`config.mk`:
```
export PLATFORM = sky130hd
export DESIGN_NAME = mcheck_router
export DESIGN_NICKNAME = d
export VERILOG_FILES = /design/src/rtl/mcr_pkg.sv /design/src/rtl/mcRouteData.sv /design/src/rtl/mcRouteCtrl.sv /design/src/rtl/mcheck_router.sv
export SDC_FILE = /design/constraint.sdc
export NUM_CORES = 1
export LEC_CHECK = 0
export CORE_AREA = 8 8 45 47
export CTS_CLUSTER_SIZE = 14
export DETAILED_ROUTE_END_ITERATION = 6
export DIE_AREA = 0 0 53 55
export HOLD_SLACK_MARGIN = 0.1
export PLACE_DENSITY = 0.63
export SLEW_MARGIN = 20
export SYNTH_ARGS = -nofsm -noshare
export SYNTH_HDL_FRONTEND = slang
export SYNTH_HIERARCHICAL = 1
export SYNTH_SLANG_ARGS = --single-unit
```
`constraint.sdc`:
```
create_clock -name clk -period 1.7 [get_ports clk]
set_input_delay 0.17 -clock clk [delete_from_list [all_inputs] [get_ports clk]]
set_output_delay 0.17 -clock clk [all_outputs]
set_load 0.01 [all_outputs]
```
`src/rtl/mcr_pkg.sv`:
```
package mcr_pkg;
  localparam int SRC_N = 5;
  localparam int SRC_EXT = 0;
  localparam int SRC_ICACHE = 1;
  localparam int SRC_DCACHE = 2;
  localparam int SRC_ADDRPAR = 3;
  localparam int SRC_DATAPAR = 4;

  typedef logic [SRC_N-1:0] srcVec_t;

  typedef struct packed {
    logic capture;
    logic raiseIrq;
  } mcStrobe_t;
endpackage

```
`src/rtl/mcRouteData.sv`:
```
module mcRouteData
  import mcr_pkg::*;
(
  input  logic      clk,
  input  logic      rstN,
  input  srcVec_t   rawVec,
  input  srcVec_t   enVec,
  input  srcVec_t   ctxVec,
  input  srcVec_t   causeClr,
  input  mcStrobe_t strobe,
  output srcVec_t   hitVec,
  output srcVec_t   causeQ,
  output logic      irqQ
);
  // Each source counts only if unmasked and inside its transfer context.
  for (genvar i = 0; i < SRC_N; i++) begin : g_qual
    assign hitVec[i] = rawVec[i] & enVec[i] & ctxVec[i];
  end

  srcVec_t setMask;
  assign setMask = strobe.capture ? hitVec : '0;

  always_ff @(posedge clk or negedge rstN) begin
    if (!rstN) begin
      causeQ <= '0;
      irqQ   <= 1'b0;
    end else begin
      causeQ <= (causeQ & ~causeClr) | setMask;
      irqQ   <= strobe.raiseIrq;
    end
  end
endmodule

```
`src/rtl/mcRouteCtrl.sv`:
```
module mcRouteCtrl
  import mcr_pkg::*;
(
  input  logic      clk,
  input  logic      rstN,
  input  srcVec_t   hitVec,
  input  logic      msrMcEnable,
  output mcStrobe_t strobe,
  output logic      stopQ
);
  logic anyHit;
  logic enterStop;

  assign anyHit    = |hitVec;
  assign enterStop = anyHit & ~msrMcEnable;

  always_comb begin
    strobe.capture  = anyHit;
    strobe.raiseIrq = anyHit & msrMcEnable & ~stopQ;
  end

  always_ff @(posedge clk or negedge rstN) begin
    if (!rstN) stopQ <= 1'b0;
    else if (enterStop) stopQ <= 1'b1;
  end
endmodule

```
`src/rtl/mcheck_router.sv`:
```
module mcheck_router
  import mcr_pkg::*;
(
  input  logic             clk,
  input  logic             rstN,
  input  logic             extMcIn,
  input  logic             icacheParErr,
  input  logic             dcacheParErr,
  input  logic             snoopAddrParErr,
  input  logic             snoopActive,
  input  logic             readDataParErr,
  input  logic             readXfer,
  input  logic             enExtMc,
  input  logic             enCacheParity,
  input  logic             enAddrParity,
  input  logic             enDataParity,
  input  logic             msrMcEnable,
  input  logic [SRC_N-1:0] causeClr,
  output logic             mcIrq,
  output logic             checkstop,
  output logic [SRC_N-1:0] cause
);
  srcVec_t   rawVec, enVec, ctxVec, hitVec;
  mcStrobe_t strobe;

  always_comb begin
    rawVec = '0;
    enVec  = '0;
    ctxVec = '1;
    rawVec[SRC_EXT]     = extMcIn;
    rawVec[SRC_ICACHE]  = icacheParErr;
    rawVec[SRC_DCACHE]  = dcacheParErr;
    rawVec[SRC_ADDRPAR] = snoopAddrParErr;
    rawVec[SRC_DATAPAR] = readDataParErr;
    enVec[SRC_EXT]      = enExtMc;
    enVec[SRC_ICACHE]   = enCacheParity;
    enVec[SRC_DCACHE]   = enCacheParity;
    enVec[SRC_ADDRPAR]  = enAddrParity;
    enVec[SRC_DATAPAR]  = enDataParity;
    ctxVec[SRC_ADDRPAR] = snoopActive;
    ctxVec[SRC_DATAPAR] = readXfer;
  end

  mcRouteData u_data (
    .clk(clk), .rstN(rstN), .rawVec(rawVec), .enVec(enVec), .ctxVec(ctxVec),
    .causeClr(causeClr), .strobe(strobe), .hitVec(hitVec), .causeQ(cause),
    .irqQ(mcIrq)
  );

  mcRouteCtrl u_ctrl (
    .clk(clk), .rstN(rstN), .hitVec(hitVec), .msrMcEnable(msrMcEnable),
    .strobe(strobe), .stopQ(checkstop)
  );
endmodule

```
==> results.md, run 1 <==
* Status: completed
* CTS tree: done
* Vias in the first global route at 349
* Arrival time worst endpoint at 1160 ps
* CP top delay family: buffers and inverters
* Core area at 1384 um^2
* ANT nets after route at 0
* Largest family of logic cells by synthesized area: simple AND/OR/NAND/NOR gates
* Layout Nets at 81
* Critical path class: reg2out
* Netlist cell types at 13
* Avg WL per Cell at 11.60 um
* Setup ws final at 371.7 ps
* Final Cell Area at 643.1 um^2
* Root Driver: clkbuf_4
* Compound-Gate Fraction of Synth Area at 16.25%
* Leading area contributor after synthesis: dfrtp_1
* Max cap viols at 0
* Total grt overflow at 0
* Worst Path Max Fanout at 3
* Mux cell area share after synthesis at 0%
* Global Route Usage Sum at 6.919%
* Post-synth top area share at 50.54%
* Latest clock arrival within the worst-skew pair at 240 ps
* Cts bufs inserted at 3
* Fin. max-slew vios at 0
* Die W at 53 um
* RSZ-0062 raised after global routing: false
* Clock transition at path regs at 50 ps
* Met2 routed WL at 473 um
* Number of buffers added on ports at 25
* Antenna diode count at 0
* Clk sinks at 7
* Clk_skew at 0.007633 ps
* H-Tree Level Count at 1
* Standard-cell rows at 14
* Syn_area_per_cell at 11.18 um^2
* Met1 WL at 380 um
* Flop2flop setup slack at 900 ps
* First-pass GRT wire length at 1421 um
* Register area share after synthesis at 50.54%
* Routed WL at 893 um
* Yosys warns at 6
* Reg2reg end: u_ctrl/stopQ
* Static leakage at 0.2922 nW
* Setup bufs post-CTS at 0
* Final hold vios at 0
* DIE AREA at 2915 um^2
* Die Span Y at 55 um
* Flops & latches, synth at 7
* Critical path buffer and inverter count at 1
* Most frequent cells in the layout: clkdlybuf4s50_1, dfrtp_1, and3_4, inv_1, a22o_1
* DR WL met3 at 38 um
* Cell Pwr Density at 732.2 nW/um^2
* Synth Cell Area at 346.6 um^2
* Post-DP HPWL at 798.9 um
* Largest net degree at the start of global routing at 8
* Violation count after the first detailed-route iteration at 0
* Router iterations before antenna repair at 1
* Crit path capture type: primary output
* Vias at 324
* Synth Area in Adders at 0%
* Fin crit period at 1328 ps
* Starting Density at 25.05%
* Worst slack, placed at 220.9 ps
* Setup TNS at 0 ps
* HP Class: in2async
* Number of antenna violations at the first check in global routing at 0
* Worst Path Required at 1530 ps
* DRC at 0
* Core Util, Final at 46.47%
* P&R area growth vs syn at 85.56%
* Final worst-path cycle share at 78.13%
* Commonest non-fill, non-tap cell in the layout: clkdlybuf4s50_1
* RePlAce Congestion at 0.7027
* Worst-path cell chain: clkdlybuf4s50_1
* R2r startpoint: u_ctrl/stopQ
* Fmax at 752.8 MHz
* Register-to-Register Path Depth at 2
* Slowest cell delay on critical path at 550 ps
* CTS Buffer Depth at 2
* Peak supply drop at 0.2182 mV
* Ranking of synthesized cells by area: dfrtp_1, and3_4, a22o_1
* Vias per inst at 4.208
* Final setup vio count at 0
* Final hold slack at 178.0 ps
* Xor-xnor portion of the synthesized cell area at 0%
* Layout cells sized above 1 at 14.75%
* Post-synthesis simple-gate area fraction at 24.55%
* CTS Hold Bufs at 0
* Worst setup SP type: flip-flop
* Mapped Cells at 31
* Post-placement cell area at 616.8 um^2
* DR top layer: met3
* Top Ports at 26
* Cts repair resizes at 0
* Slowest CP cell: clkdlybuf4s50_1
## registers in the layout (all words and copies together) (netlist names)
name           flops
u_ctrl/stopQ       1
u_data/irqQ        1
u_data/causeQ      5
## logic make-up (layout without fill, tap and decap cells)
kind of cell           after synthesis  after routing
and+or+nand+nor                     10             10
other                                1              3
AOI/OAI and AO/OA                    7              7
DFF                                  7              7
buffers and inverters                6             34
## how the worst max path moves through the flow
stage                  start               end  slack (ps)  cells past startpoint
3_5_place_dp   enCacheParity  u_data/causeQ[4]         220                      5
4_1_cts         u_ctrl/stopQ         checkstop         350                      1
2_1_floorplan   icacheParErr  u_data/causeQ[0]         660                      5
6_report        u_ctrl/stopQ         checkstop         370                      1
3_3_place_gp   enCacheParity  u_data/causeQ[2]         240                      5
5_1_grt         u_ctrl/stopQ         checkstop         330                      1
## final cells by class
cell class	count	area [um^2]
fillers	156	740.7
repair buffers	25	250.2
flip-flops and latches	7	175.2
multi-input cells	20	152.6
clock buffers	4	26.28
well taps	16	20.02
inverters	5	18.77
## synth_stat cells (all sizes together)
library cell,count
dfrtp,7
a22o,5
and3,5
inv,5
nor3,2
a21boi,1
a21oi,1
buf,1
conb,1
nand2,1
nand2b,1
nor2,1
## metrics by stage
step / instances / total power, mW
floorplan: 33 / 0.2451
global placement: 73 / 0.3271
detailed placement: 73 / 0.3292
CTS: 77 / 0.4805
global route: 77 / 0.4973
finish: 77 / 0.4709
## routing by layer
metal	up-vias	global-route usage [%]
met3	0	1.872
met5	-	0
met4	0	7.759
met2	12	10.55
li1	162	-
met1	150	7.242
## report_power, final
part	total [mW]	switching (mW)	internal, mW	leakage (nW)
sequential	0.195	0.0109	0.184	0.0912
combinational	0.129	0.0416	0.0871	0.186
clock	0.147	0.0581	0.0894	0.0150
(Power assumes the default switching activity.)
==> run 2, diff against run 1 <==
clock period = 1.3 ns   (was 1.7 ns; I/O delays follow)
==> run 2 against run 1 <==
Net effect: die area unchanged; sequential power up 30%; count of clock-buffer cells in the layout unchanged; core utilization is 2.1 points higher; via count fell by 0.62%; final cell count increased by 3.9%; total power grew 31%; register-to-register slack worse by 380 ps; largest power group unchanged.
==> results.md, run 2 (synthesis results as in run 1) <==
* Arrival time worst endpoint at 1130 ps (-30 ps)
* Commonest non-fill, non-tap cell in the layout: clkdlybuf4s50_1
* CTS Hold Bufs at 0 (unchanged)
* DIE AREA at 2915 um^2 (unchanged)
* Worst Path Max Fanout at 2 (-1)
* Number of antenna violations at the first check in global routing at 0 (unchanged)
* Crit path capture type: primary output
* Critical path buffer and inverter count at 1 (unchanged)
* Cts repair resizes at 1 (+1)
* DRC at 0 (unchanged)
* Setup TNS at 0 ps (unchanged)
* H-Tree Level Count at 1 (unchanged)
* Fmax at 796.7 MHz
* Layout Nets at 84 (+3.7%)
* Clk_skew at 0.03819 ps (+0.03056 ps)
* Vias per inst at 4.025 (-4.3%)
* CTS tree: done
* Die Span Y at 55 um (unchanged)
* CP top delay family: buffers and inverters
* Fin crit period at 1255 ps
* Final hold vios at 0 (unchanged)
* Slowest CP cell: clkdlybuf4s50_1
* Final worst-path cycle share at 96.56%
* Peak supply drop at 0.3696 mV (+69%)
* Number of buffers added on ports at 25 (unchanged)
* FILL cells at 147 (-5.8%)
* Static leakage at 0.3563 nW (+22%)
* Cell Pwr Density at 915.2 nW/um^2 (+25%)
* CTS Buffer Depth at 2 (unchanged)
* Avg WL per Cell at 11.09 um (-4.4%)
* P&R area growth vs syn at 93.86%
* Fin. max-slew vios at 0 (unchanged)
* Starting Density at 25.05% (unchanged)
* Latest clock arrival within the worst-skew pair at 250 ps (about the same)
* First-pass GRT wire length at 1449 um (+2.0%)
* Cts bufs inserted at 3 (unchanged)
* Pwr Total at 0.6149 mW (+31%)
* Worst Path Required at 1170 ps (-360 ps)
* Post-DP HPWL at 792.2 um (-0.84%)
* HP Class: in2async
* Router iterations before antenna repair at 2 (+1)
* Top Ports at 26 (unchanged)
* Standard-cell rows at 14 (unchanged)
* Vias in the first global route at 349 (unchanged)
* Layout cells sized above 1 at 18.75% (+4.0 points)
* Final setup vio count at 0 (unchanged)
* Antenna diode count at 0 (unchanged)
* Biggest register: u_data/causeQ
* Biggest regs: u_data/causeQ: 5 flops, u_ctrl/stopQ: 1 flops, u_data/irqQ: 1 flops
* Root Driver: clkbuf_4
* Clock transition at path regs at 50 ps (about the same)
* Status: completed
* Violation count after the first detailed-route iteration at 4 (+4)
* Max cap viols at 0 (unchanged)
* Vias at 322 (-0.62%)
* Worst-path cell chain: clkdlybuf4s50_1
* RSZ-0062 raised after global routing: false
* Worst setup SP type: flip-flop
* Final hold slack at 132.6 ps (-45.35 ps)
* Die W at 53 um (unchanged)
* Routed WL at 887 um (-0.67%)
* Largest net degree at the start of global routing at 8 (unchanged)
* Slowest cell delay on critical path at 540 ps (about the same)
* Total grt overflow at 0 (unchanged)
* Most frequent cells in the layout: clkdlybuf4s50_1, dfrtp_1, and3_4, inv_1, a22o_1
* Max reg flops at 5 (unchanged)
* ANT nets after route at 0 (unchanged)
* Global Route Usage Sum at 6.982% (+0.063 points)
* Core area at 1384 um^2 (unchanged)
* Setup bufs post-CTS at 0 (unchanged)
* Critical path class: reg2out
* Clk sinks at 7 (unchanged)
* RePlAce Congestion at 0.7165 (+2.0%)
run 2: changes by cell type in the layout (fill, tap and decap cells not counted):
cell,before,now
dlymetal6s2s_1,0,3
clkdlybuf4s50_1,25,21
buf_4,0,3
dlygate4sd2_1,0,1
run 2: final cells by class:
class                           count  area, um^2  share of cell area [%]
Clock buffer                        4       26.28                   3.911
Inverter                            5       18.77                   2.793
Multi-Input combinational cell     20       152.6                   22.72
Sequential cell                     7       175.2                   26.07
Tap cell                           16       20.02                   2.980
Timing Repair Buffer               28       279.0                   41.53
run 2: report_power, final:
part | switching, mW | internal (mW)
Clock | 0.0782 | 0.117
Sequential | 0.0122 | 0.240
Combinational | 0.0554 | 0.112
run 2: per-layer routing:
| layer | GRT usage [%] | vias to the layer above | share of wire [%] |
|---|---|---|---|
| met5 | 0 | - | 0 |
| met4 | 6.466 | 0 | 0 |
| met3 | 2.674 | 0 | 4.4 |
| met2 | 9.766 | 12 | 52 |
| met1 | 8.037 | 142 | 44 |
| li1 | - | 168 | - |
run 2: final timing paths:
path                             startpoint               end  slack [ps]  cells after the start
setup / recovery           u_data/causeQ[3]          cause[3]          40                      1
hold / removal                         rstN      u_ctrl/stopQ         130                      1
setup reg to reg               u_ctrl/stopQ      u_ctrl/stopQ         520                      2
hold reg to reg            u_data/causeQ[2]  u_data/causeQ[2]         500                      1
max in group asynchronous              rstN  u_data/causeQ[0]         930                      1
min in group clk                msrMcEnable       u_data/irqQ         440                      3
run 2: metrics by stage:
step           std cells  cell area [um^2]  setup slack [ps]  utilization [%]
2_1_floorplan         33             354.1             303.5                -
3_3_place_gp          76             639.4            -68.35            46.20
3_5_place_dp          76             639.4            -111.7            46.20
4_1_cts               80             664.4             9.610            48.01
5_1_grt               80             671.9             2.209            48.55
6_report              80             671.9             44.76            48.55
